--- src/rtl/alu_pkg.sv ---
// Shared operation codes for the bus ALU.
// Assumes a 3-bit operation field; codes above OP_XOR are reserved.
package alu_pkg;
    localparam int SEL_W   = 3;
    localparam int NUM_OPS = 6;

    typedef enum logic [SEL_W-1:0] {
        OP_ADD = 3'd0,
        OP_SUB = 3'd1,
        OP_AND = 3'd2,
        OP_OR  = 3'd3,
        OP_NOT = 3'd4,
        OP_XOR = 3'd5
    } alu_op_e;
endpackage

--- src/rtl/operand_reg.sv ---
// Operand register: captures its input on a load strobe, otherwise holds.
// Assumes synchronous active-low reset to zero.
module operand_reg #(
    parameter int W = 8
) (
    input  logic         clk,
    input  logic         rst_n,
    input  logic         load,
    input  logic [W-1:0] d,
    output logic [W-1:0] q
);
    // Capture or hold the operand value.
    always_ff @(posedge clk) begin
        if (!rst_n)    q <= '0;
        else if (load) q <= d;
    end
endmodule

--- src/rtl/alu_op_decoder.sv ---
// Decodes the operation field into a one-hot lane select.
// Assumes codes at or above NUM_OPS select no lane (zero result).
module alu_op_decoder #(
    parameter int SEL_W   = 3,
    parameter int NUM_OPS = 6
) (
    input  logic [SEL_W-1:0]   op_sel,
    output logic [NUM_OPS-1:0] op_hot
);
    // Raise exactly one lane for a legal code, none otherwise.
    always_comb begin
        op_hot = '0;
        for (int i = 0; i < NUM_OPS; i++)
            if (int'(op_sel) == i) op_hot[i] = 1'b1;
    end
endmodule

--- src/rtl/alu_datapath.sv ---
// Computes all operation lanes in parallel and merges the selected one.
// Assumes op_hot is one-hot or zero; arithmetic wraps at 2**W.
module alu_datapath
    import alu_pkg::*;
#(
    parameter int W = 8
) (
    input  logic [W-1:0]       a,
    input  logic [W-1:0]       b,
    input  logic [NUM_OPS-1:0] op_hot,
    output logic [W-1:0]       result
);
    logic [W-1:0] lanes [NUM_OPS];

    for (genvar g = 0; g < NUM_OPS; g++) begin : g_lane
        if (g == int'(OP_ADD)) begin : g_add
            assign lanes[g] = a + b;
        end else if (g == int'(OP_SUB)) begin : g_sub
            assign lanes[g] = a - b;
        end else if (g == int'(OP_AND)) begin : g_and
            assign lanes[g] = a & b;
        end else if (g == int'(OP_OR)) begin : g_or
            assign lanes[g] = a | b;
        end else if (g == int'(OP_NOT)) begin : g_not
            assign lanes[g] = ~a;
        end else begin : g_xor
            assign lanes[g] = a ^ b;
        end
    end

    // AND-OR merge of the lanes under the one-hot select.
    always_comb begin
        result = '0;
        for (int i = 0; i < NUM_OPS; i++)
            result = result | (lanes[i] & {W{op_hot[i]}});
    end
endmodule

--- src/rtl/magnitude_cmp.sv ---
// Unsigned magnitude comparator producing {greater, equal, less}.
// Assumes both operands are unsigned W-bit values.
module magnitude_cmp #(
    parameter int W = 8
) (
    input  logic [W-1:0] a,
    input  logic [W-1:0] b,
    output logic [2:0]   flags
);
    // Encode the ordering of a against b.
    always_comb begin
        flags[2] = (a > b);
        flags[1] = (a == b);
        flags[0] = (a < b);
    end
endmodule

--- src/rtl/bus_alu_unit.sv ---
// Accumulator/B-register ALU that drives a shared bus through enables
// and exports magnitude flags for the sequencer.
// Assumes the bus merge outside uses bus_drive as the valid of bus_out;
// raising both enables is treated as a fault and nothing is driven.
module bus_alu_unit
    import alu_pkg::*;
#(
    parameter int DATA_W = 8
) (
    input  logic              clk,
    input  logic              rst_n,
    input  logic [DATA_W-1:0] bus_in,
    input  logic              load_acc,
    input  logic              load_b,
    input  logic [SEL_W-1:0]  op_sel,
    input  logic              alu_oe,
    input  logic              acc_oe,
    output logic [DATA_W-1:0] bus_out,
    output logic              bus_drive,
    output logic              drive_conflict,
    output logic [2:0]        cmp_flags
);
    logic [DATA_W-1:0]  acc_q;
    logic [DATA_W-1:0]  b_q;
    logic [NUM_OPS-1:0] op_hot;
    logic [DATA_W-1:0]  alu_res;

    operand_reg #(.W(DATA_W)) u_acc (
        .clk(clk), .rst_n(rst_n), .load(load_acc), .d(bus_in), .q(acc_q)
    );

    operand_reg #(.W(DATA_W)) u_breg (
        .clk(clk), .rst_n(rst_n), .load(load_b), .d(bus_in), .q(b_q)
    );

    alu_op_decoder #(.SEL_W(SEL_W), .NUM_OPS(NUM_OPS)) u_dec (
        .op_sel(op_sel), .op_hot(op_hot)
    );

    alu_datapath #(.W(DATA_W)) u_dp (
        .a(acc_q), .b(b_q), .op_hot(op_hot), .result(alu_res)
    );

    magnitude_cmp #(.W(DATA_W)) u_cmp (
        .a(acc_q), .b(b_q), .flags(cmp_flags)
    );

    // Pick the single bus driver, or none on a fault or idle cycle.
    always_comb begin
        drive_conflict = alu_oe & acc_oe;
        bus_drive      = alu_oe ^ acc_oe;
        bus_out        = '0;
        if (alu_oe && !acc_oe)      bus_out = alu_res;
        else if (acc_oe && !alu_oe) bus_out = acc_q;
    end
endmodule

--- config.mk ---
export PLATFORM = sky130hd
export DESIGN_NAME = bus_alu_unit
export DESIGN_NICKNAME = d
export VERILOG_FILES = /design/src/rtl/alu_pkg.sv /design/src/rtl/operand_reg.sv /design/src/rtl/alu_op_decoder.sv /design/src/rtl/alu_datapath.sv /design/src/rtl/magnitude_cmp.sv /design/src/rtl/bus_alu_unit.sv
export SDC_FILE = /design/constraint.sdc
export NUM_CORES = 1
export LEC_CHECK = 0
export BUFFER_PORTS_ARGS = -buffer_cell sky130_fd_sc_hd__buf_2
export CORE_MARGIN = 8
export CORE_UTILIZATION = 53
export DETAILED_ROUTE_END_ITERATION = 7
export PLACE_DENSITY = 0.78
export SYNTH_ARGS = -nofsm -noshare
export SYNTH_HDL_FRONTEND = slang
export SYNTH_HIERARCHICAL = 1
export SYNTH_SLANG_ARGS = --single-unit
--- constraint.sdc ---
create_clock -name clk -period 2.4 [get_ports clk]
set_input_delay 0.48 -clock clk [delete_from_list [all_inputs] [get_ports clk]]
set_output_delay 0.48 -clock clk [all_outputs]
set_load 0.02 [all_outputs]
== Word level (Yosys, flattened, before mapping) ==
Index checks and enable logic that the tools add are counted.

* Word-level logic and storage cells: 42
* Bits in registers: 16
* Input bits: 17

* Eq/ne operators: 6
* Mux-type cells: 8
* Reduce and logical (&&, ||, !) cells: 5
* $add $sub $neg: 2
* $lt $le $gt $ge: 2
* Bitwise logic cells: 17

{| class="wikitable"
|+ Operators with widths
! kind !! count
|-
| AND 8 bit || 7
|-
| OR 8 bit || 6
|-
| two-way mux 8 bit || 2
|-
| equality test 3 bit (second input constant) || 4
|-
| adder 8 bit || 1
|-
| equality test 8 bit || 1
|-
| greater-than comparator 8 bit || 1
|-
| < comparator 8 bit || 1
|-
| inverter 8 bit || 1
|-
| subtractor 8 bit || 1
|-
| XOR 8 bit || 1
|-
| two-way mux 1 bit || 6
|-
| equality test 3 x 2 -> 1 bit (second input constant) || 1
|-
| logical NOT 3 bit || 1
|-
| logical AND 1 bit || 2
|-
| logical NOT 1 bit || 2
|-
| AND 1 bit || 1
|-
| XOR 1 bit || 1
|}

== Logic depth before layout (Yosys ltp) ==
Gate-level depths: netlist of the first run.

* Word-level depth: 9
* Depth in mapped cells: 10

== Hierarchy ==
Netlist of the first run, hierarchy kept.

{| class="wikitable"
|+ Modules (own cells, without submodules)
! module !! cells each !! area an instance (um^2) !! sequential area each (um^2) !! times used
|-
| alu_datapath || 147 || 1078.5 || 0.0 || 1
|-
| operand_reg || 25 || 301.5 || 160.2 || 2
|-
| magnitude_cmp || 29 || 225.2 || 0.0 || 1
|-
| bus_alu_unit || 28 || 157.7 || 0.0 || 1
|-
| alu_op_decoder || 6 || 47.5 || 0.0 || 1
|}

== Least setup slack after synthesis of the first run ==
OpenSTA, ideal clock, no wires.

* Path type: register -> output
* Start: register u_acc.q[0]
* End: output port bus_out[6]
* Data required time: 1.920 ns
* Cell stages (with the launch flop): 10
* Path slack: -0.295 ns
* Buffers on the path: 0
* Data arrival time: 2.215 ns
* Path through: dfxtp_1 -> inv_1 -> ha_1 -> fa_1 -> or2_1 -> a221oi_2 -> o311a_1 -> o2111ai_1 -> a22oi_1 -> a22o_2

* Word-level cells in the longest chain between the ends: 8
* Elaborated cells between the ends (all ways): 10
* Those cells by class: 2 x add/sub; 1 x mux; 7 x bitwise

{| class="wikitable"
|+ RTL lines
! what !! line !! source
|-
| start, declared || operand_reg.sv:10 || <nowiki>output logic [W-1:0] q</nowiki>
|-
| start signal, assigned || operand_reg.sv:14 || <nowiki>if (!rst_n) q <= '0;</nowiki>
|-
| start signal, assigned || operand_reg.sv:15 || <nowiki>else if (load) q <= d;</nowiki>
|-
| adder 8 bit or subtractor 8 bit (tied branches) || alu_datapath.sv:17, alu_datapath.sv:19 ||
|-
| AND 8 bit || alu_datapath.sv:35 || <nowiki>result = result | (lanes[i] & {W{op_hot[i]}});</nowiki>
|-
| OR 8 bit * (5 in series) || alu_datapath.sv:35 ||
|-
| named net alu_res[6] || bus_alu_unit.sv:26 || <nowiki>logic [DATA_W-1:0] alu_res;</nowiki>
|-
| two-way mux 8 bit * || bus_alu_unit.sv:53 || <nowiki>if (alu_oe && !acc_oe) bus_out = alu_res;</nowiki>
|-
| end, declared || bus_alu_unit.sv:18 || <nowiki>output logic [DATA_W-1:0] bus_out,</nowiki>
|}

The timed path passes the listed nets; every way through them passes the cells marked *.

== Worst setup path in the final report of the first run ==
* Start: register u_breg.q[0]
* End: output port bus_out[6]

* Word-level cells in the longest chain between the ends: 8
* Elaborated cells between the ends (all ways): 10
* Those cells by class: 2 x add/sub; 1 x mux; 7 x bitwise

{| class="wikitable"
|+ RTL lines
! what !! line
|-
| start, declared || operand_reg.sv:10
|-
| start signal, assigned || operand_reg.sv:14
|-
| start signal, assigned || operand_reg.sv:15
|-
| adder 8 bit or subtractor 8 bit (tied branches) || alu_datapath.sv:17, alu_datapath.sv:19
|-
| AND 8 bit || alu_datapath.sv:35
|-
| OR 8 bit * (5 in series) || alu_datapath.sv:35
|-
| named net alu_res[6] || bus_alu_unit.sv:26
|-
| two-way mux 8 bit * || bus_alu_unit.sv:53
|}

Marks and branches as above.

==> reports/results.ini, run 1 <==
[pwr]
p_switching_w=0.000411
p_leak_nw=1.42
ir_worst_vdd_v=0.000406
clkPwrFrac=0.214
power_switching_share=0.367
p_total_w=0.00112
p_comb_frac=0.522
p_seq_frac=0.264
internal_power_w=0.000710
power_density_nw_per_um2=370

[floorplanning]
core_um2=3910
die_area_um2=6260
die_height_um=79.1
num_io_pins=30
rows=23
die_width_um=79.1
start_util=0.540

[place]
dp_cells=392
hpwl_mm=5.01
gp_congestion=0.887
portBuffers=29

[timing]
fin_tns_setup_ns=-2.44
min_period_over_period=1.25
tightest_slew_ns=0.552
setup_slack_ns=-0.589
hold_violations=0
relSlewSlack=0.628
setup-violations-final=6
skew_ns=0
fmax_mhz=335
rsz0062_at_grt=yes
min_period_ns=2.99
drv_slew=0

[hold_path]
hp-class=input pin to flop
min_from=bus_in[7]

[critical_path]
crit_path_max_fanout=3
cp_slowest_cell=or4_1
path_cells=ha_1 -> fa_2 -> a21o_1 -> a21oi_2 -> nor2_1 -> or4_1 -> a22oi_2 -> a22o_2 -> buf_6
r2r_start=u_acc/q[1]$_SDFFE_PN0P_
worst_path_largest_cell_delay_ns=0.41
critical-path-top-delay-family=compound AO/OA/AOI/OAI gates
end_kind=primary output
critPathBufInv=1
required_ns=1.92
worstPathArrival_ns=2.51
crit_type=flop to primary output
crit_path_start_kind=flop
startpoint=u_breg/q[0]$_SDFFE_PN0P_

[clock_network]
cts.sinks=16
cts.clk_slew.worst_paths_ns=0.06
cts_buffer_depth=2
cts_buffers=3
cts_hold_buf=0
ctsHtreeMaxLevel=1
cts_tree=yes
cts_root_buf=clkbuf_8
clk_latency_ns=0.25

[global_routing]
gr-total-overflow=0
grt_pass1_vias=2401
track_usage=0.211
antenna_found_initial=0
grt_pass1_wl_mm=10.9
grt_max_degree=17

[synth]
syn-num-nets=313
synth_area_leaders=ha_1, dfxtp_1, mux2i_1
yosysSeqAreaShare=0.152
yosys.cell_types.count=55
async_reset_ff_frac=0
synth_top_area_frac=0.201
synth-edff-count=0
synth_top_flop_cell=dfxtp_1
postSynthCellCount=260
yosys.area.top_type=ha_1
yosysMostFrequentCell=inv_1
syn_avg_cell_area_um2=8.12
synth_common_cells=inv_1, ha_1, nand2_1
netlist_area_um2=2110
ys_ff_latch=16
ys.warnings.count=6

[cells_and_area]
fill_cells=267
area_growth_pct=43.6
fin_cells=403
insertedDiodeCount=0
drive_above_1_share=0.416
nNetsFinal=407

[drt]
vias=2342
ant_nets=0
drt-initial-drc-count=252
drc=0
routed_via_density=5.81
wirelength_mm=6.66
wl_per_cell_um=16.5
first_pass_iters=5

[outcome]
violations=setup timing
status=complete, but fails checks

[run]
timing.max_cap.violations=0

## flip-flops by register name, indices dropped and copies added, names as in the netlist
name	flops
u_breg/q	8
u_acc/q	8
## worst paths after layout
kind	depth (start not counted)	to	slack, ns
worst min-delay path	3	u_breg/q[7]$_SDFFE_PN0P_	0.50
worst max-delay path	9	bus_out[6]	-0.59
worst max register to register	3	u_acc/q[1]$_SDFFE_PN0P_	1.57
worst min register to register	3	u_breg/q[7]$_SDFFE_PN0P_	0.64
## placed cells by master, fill, tap and decap left out, types with 4 or more instances in the layout
cell and n:
ha_1 30, dfxtp_1 11, o21ai_1 7, inv_1 34
nand2_1 20, a21oi_1 11, buf_2 20, buf_6 6
clkbuf_8 4, nor2b_1 17, nor2_1 12, buf_4 70
mux2i_1 16, o211ai_1 4, o22ai_1 6
## cell type report
class	instances	area, um2	share of cell area
well taps	50	62.6	0.0206
multi-input cells	199	1740	0.575
inverters	38	148	0.0487
repair buffers	96	693	0.229
clock buffers	4	55.1	0.0182
flip-flops and latches	16	332	0.109
## worst min-delay path, cell delays in order
cell     delay (ns)
buf_2          0.09
mux2i_1        0.06
nor2b_1        0.09
## logic make-up (layout without fill, tap and decap cells)
family                   count (synthesis)  after routing  synth area share
AO/OA/AOI/OAI                           73             73             0.259
AND/OR/NAND/NOR                         72             72             0.188
buffers and inverters                   45            138            0.0966
adder cells (fa/ha/maj)                 36             36             0.220
multiplexers                            16             16            0.0758
flip-flops                              16             16             0.152
XOR/XNOR                                 2              2           0.00830
## routing by layer
metal,global-route usage,wire [um]
met1,0.256,2890
met2,0.367,3250
met3,0.0192,330
met4,0.0944,181
met5,0,0
## power by group through the flow
| stage | registers (W) | logic (W) | clock network (W) |
|---|---|---|---|
| 2_1_floorplan | 0.000306 | 0.000316 | 0 |
| 3_3_place_gp | 0.000300 | 0.000487 | 0 |
| 3_5_place_dp | 0.000301 | 0.000503 | 0 |
| 4_1_cts | 0.000295 | 0.000532 | 0.000243 |
| 5_1_grt | 0.000298 | 0.000633 | 0.000255 |
| 6_report | 0.000296 | 0.000585 | 0.000240 |
## stage by stage
| stage | area [um2] | utilization | hold slack, ns | worst slack (ns) |
|---|---|---|---|---|
| 3_3_place_gp | 2750 | 0.703 | 0.599 | -0.318 |
| 2_1_floorplan | 2160 | - | 0.524 | -0.185 |
| 6_report | 3030 | 0.775 | 0.502 | -0.589 |
| 4_1_cts | 2900 | 0.742 | 0.499 | -0.554 |
| 5_1_grt | 3030 | 0.775 | 0.525 | -0.722 |
| 3_5_place_dp | 2750 | 0.703 | 0.619 | -0.350 |
## repair_timing
action | in CTS | in global routing
buffers inserted | 4 | 3
resized for setup | 23 | 19
setup endpoints to repair | 8 | 8
pin swaps | 15 | 18
Note: power is estimated with default switching activity, not from simulation.
==> inputs of run 2 (changes only) <==
Settings changed: CORE_UTILIZATION 53 to 40, PLACE_DENSITY 0.78 to unset, SYNTH_HIERARCHICAL 1 to unset.
==> reports/results.ini, run 2 <==
[outcome]
status=complete, but fails checks  ; unchanged
violations=setup timing  ; unchanged

[synth]
synth_top_flop_cell=dfxtp_1  ; unchanged
netlist_area_um2=2050  ; was 2110 um2
yosysSeqAreaShare=0.156  ; was 0.152
synth-edff-count=0  ; unchanged
async_reset_ff_frac=0  ; unchanged
synth_top_area_frac=0.165  ; was 0.201
postSynthCellCount=270  ; was 260
yosys.cell_types.count=49  ; was 55
yosys.area.top_type=ha_1  ; unchanged
syn_avg_cell_area_um2=7.60  ; was 8.12 um2
synth_area_leaders=ha_1, dfxtp_1, mux2i_1  ; unchanged
ys.warnings.count=0  ; was 6
ys_ff_latch=16  ; unchanged
yosysMostFrequentCell=ha_1  ; was inv_1
syn-num-nets=316  ; was 313
synth_common_cells=ha_1, inv_1, a21oi_1  ; was inv_1, ha_1, nand2_1

[place]
portBuffers=29  ; unchanged
dpl_cell_area_um2=2870  ; was 2750 um2
hpwl_mm=5.07  ; was 5.01 mm
gp_congestion=0.862  ; was 0.887

[cells_and_area]
final_common_cell=buf_4  ; unchanged
seqCellArea_um2=338  ; was 332 um2
area_growth_pct=59.0  ; was 43.6%
largest_registers=u_acc.q x8, u_breg.q x8  ; was u_acc/q x8, u_breg/q x8
fill_cells=443  ; was 267
drive_above_1_share=0.481  ; was 0.416
insertedDiodeCount=0  ; unchanged
multi_input_area_um2=1920  ; was 1740 um2
nNetsFinal=410  ; was 407
most-common-layout-cells=buf_4, buf_2, inv_1, nor2b_1  ; was buf_4, inv_1, ha_1
fin_area_um2=3260  ; was 3030 um2

[floorplanning]
die_height_um=87.6  ; was 79.1 um
die_width_um=87.6  ; was 79.1 um
die_area_um2=7680  ; was 6260 um2
core_um2=5040  ; was 3910 um2
start_util=0.407  ; was 0.540
rows=26  ; was 23
num_io_pins=30  ; unchanged

[critical_path]
path_cells=inv_4 -> ha_4 -> o21ba_4 -> nor2b_4 -> or4_4 -> a2111oi_4 -> a31oi_4 -> buf_6  ; was ha_1 -> fa_2 -> a21o_1 -> a21oi_2 -> nor2_1 -> or4_1 -> a22oi_2 -> a22o_2 -> buf_6
crit_path_max_fanout=4  ; was 3
r2r.worst_path.cells=5  ; was 3
crit_type=flop to primary output  ; unchanged
cp_slowest_cell=or4_4  ; was or4_1
reg2reg_slack_ns=1.40  ; was 1.57 ns
required_ns=1.92  ; about the same
end_kind=primary output  ; unchanged
worstPathArrival_ns=2.25  ; was 2.51 ns
reg2reg_to=u_acc.q[1]$_SDFFE_PN0P_  ; was u_acc/q[1]$_SDFFE_PN0P_
startpoint=u_acc.q[1]$_SDFFE_PN0P_  ; was u_breg/q[0]$_SDFFE_PN0P_
worst_path_largest_cell_delay_ns=0.49  ; was 0.41 ns
crit_path_start_kind=flop  ; unchanged
r2r_start=u_acc.q[1]$_SDFFE_PN0P_  ; was u_acc/q[1]$_SDFFE_PN0P_

[global_routing]
gr-total-overflow=0  ; unchanged
grt_max_degree=17  ; unchanged
grt_pass1_vias=2187  ; was 2401
track_usage=0.168  ; was 0.211
grt_pass1_wl_mm=10.4  ; was 10.9 mm
antenna_found_initial=0  ; unchanged

[pwr]
internal_power_w=0.000719  ; was 0.000710 W
p_seq_frac=0.260  ; was 0.264
p_comb_frac=0.577  ; was 0.522
clkPwrFrac=0.163  ; was 0.214
power_density_nw_per_um2=348  ; was 370 nW/um2
ir_worst_vdd_v=0.000638  ; was 0.000406 V
p_leak_nw=1.45  ; was 1.42 nW
p_total_w=0.00114  ; was 0.00112 W
power_switching_share=0.367  ; about the same
p_switching_w=0.000418  ; was 0.000411 W

[run]
timing.max_cap.violations=0  ; unchanged

[clock_network]
clk_latency_ns=0.24  ; was 0.25 ns
cts_buffers=3  ; unchanged
cts_buffer_depth=2  ; unchanged
cts_root_buf=clkbuf_8  ; unchanged
ctsHtreeMaxLevel=1  ; unchanged
cts.clk_slew.worst_paths_ns=0.06  ; about the same
cts.sinks=16  ; unchanged
cts_tree=yes  ; unchanged

[drt]
wl_per_cell_um=14.9  ; was 16.5 um
routed_via_density=5.09  ; was 5.81
drt-initial-drc-count=147  ; was 252
ant_nets=0  ; unchanged
wirelength_mm=6.44  ; was 6.66 mm
drc=0  ; unchanged
vias=2197  ; was 2342
first_pass_iters=4  ; was 5

[hold_path]
min_path_cells=3  ; unchanged
worstHoldEndpoint=u_acc.q[5]$_SDFFE_PN0P_  ; was u_breg/q[7]$_SDFFE_PN0P_
hp-class=input pin to flop  ; unchanged
min_from=bus_in[5]  ; was bus_in[7]

[timing]
min_period_ns=2.73  ; was 2.99 ns
fmax_mhz=366  ; was 335 MHz
fin_tns_setup_ns=-1.84  ; was -2.44 ns
relSlewSlack=0.642  ; was 0.628
setup-violations-final=9  ; was 6
skew_ns=0  ; unchanged
hold_violations=0  ; unchanged
setup_slack_ns=-0.333  ; was -0.589 ns
hold-worst-slack_ns=0.515  ; was 0.502 ns
rsz0062_at_grt=yes  ; unchanged
tightest_slew_ns=0.531  ; was 0.552 ns
min_period_over_period=1.14  ; was 1.25
drv_slew=0  ; unchanged

[run 2: cell types whose count changed in the layout (fill, tap and decap cells not counted), moves of 6 or more]
cell      previous run  this run
o21ai_0              3         9
ha_1                30        15
o211ai_1             4        10
nor2_1              12        18
inv_1               34        20
[run 2: cell type report]
cell class	count	share of cell area
tap	70	0.0268
sequential	16	0.104
clock buffer	3	0.0127
timing repair buffer	105	0.238
multi-input combinational	212	0.587
inverter	26	0.0314
[run 2: per-layer routing]
metal,vias up,track usage,part of all wire
li1,1134,-,-
met1,1012,0.225,0.48
met2,45,0.286,0.48
met3,6,0.0122,0.035
met4,0,0.0328,0.010
met5,-,0,0
[run 2: power by group through the flow]
stage | registers [W] | logic, W | clock network, W
global route | 0.000298 | 0.000710 | 0.000206
CTS | 0.000296 | 0.000605 | 0.000192
floorplan | 0.000305 | 0.000335 | 0
global placement | 0.000299 | 0.000545 | 0
finish | 0.000296 | 0.000656 | 0.000185
detailed placement | 0.000300 | 0.000552 | 0
[run 2: repair_timing]
| item | 4_1_cts | 5_1_grt |
|---|---|---|
| pin swaps | 20 | 16 |
| resized for setup | 44 | 31 |
| hold buffers | 0 | 0 |
| buffers inserted | 7 | 1 |
| gates cloned | 0 | 0 |
| endpoints found under the hold margin | 0 | 0 |
| setup endpoints to repair | 10 | 11 |
[run 2: kinds of logic after synthesis]
logic type | Yosys count | synth area share
AND/OR/NAND/NOR | 86 | 0.223
AO/OA/AOI/OAI | 76 | 0.251
buffers and inverters | 42 | 0.0848
adder cells (fa/ha/maj) | 29 | 0.184
multiplexers | 19 | 0.0933
flip-flops | 16 | 0.156
XOR/XNOR | 2 | 0.00854
[run 2: worst max path at each step]
| stage | to | slack, ns |
|---|---|---|
| after floorplan | bus_out[7] | -0.03 |
| after global placement | bus_out[5] | -0.16 |
| after detailed placement | bus_out[7] | -0.17 |
| after CTS | bus_out[7] | -0.38 |
| after global routing | bus_out[7] | -0.44 |
| final | bus_out[7] | -0.33 |
[run 2: stage by stage]
stage | setup slack [ns] | instances | util
after floorplan | -0.0338 | 270 | -
after global placement | -0.160 | 421 | 0.568
after detailed placement | -0.171 | 421 | 0.568
after CTS | -0.382 | 431 | 0.617
after global routing | -0.438 | 432 | 0.647
final | -0.333 | 432 | 0.647
[run 2: critical path, delay by kind of cell (launching register included)]
kind                       cells  cell delay [ns]
AOI/OAI and AO/OA              3             0.64
adders and majority gates      1             0.28
buffers and inverters          2             0.20
DFF                            1             0.37
and+or+nand+nor                2             0.54
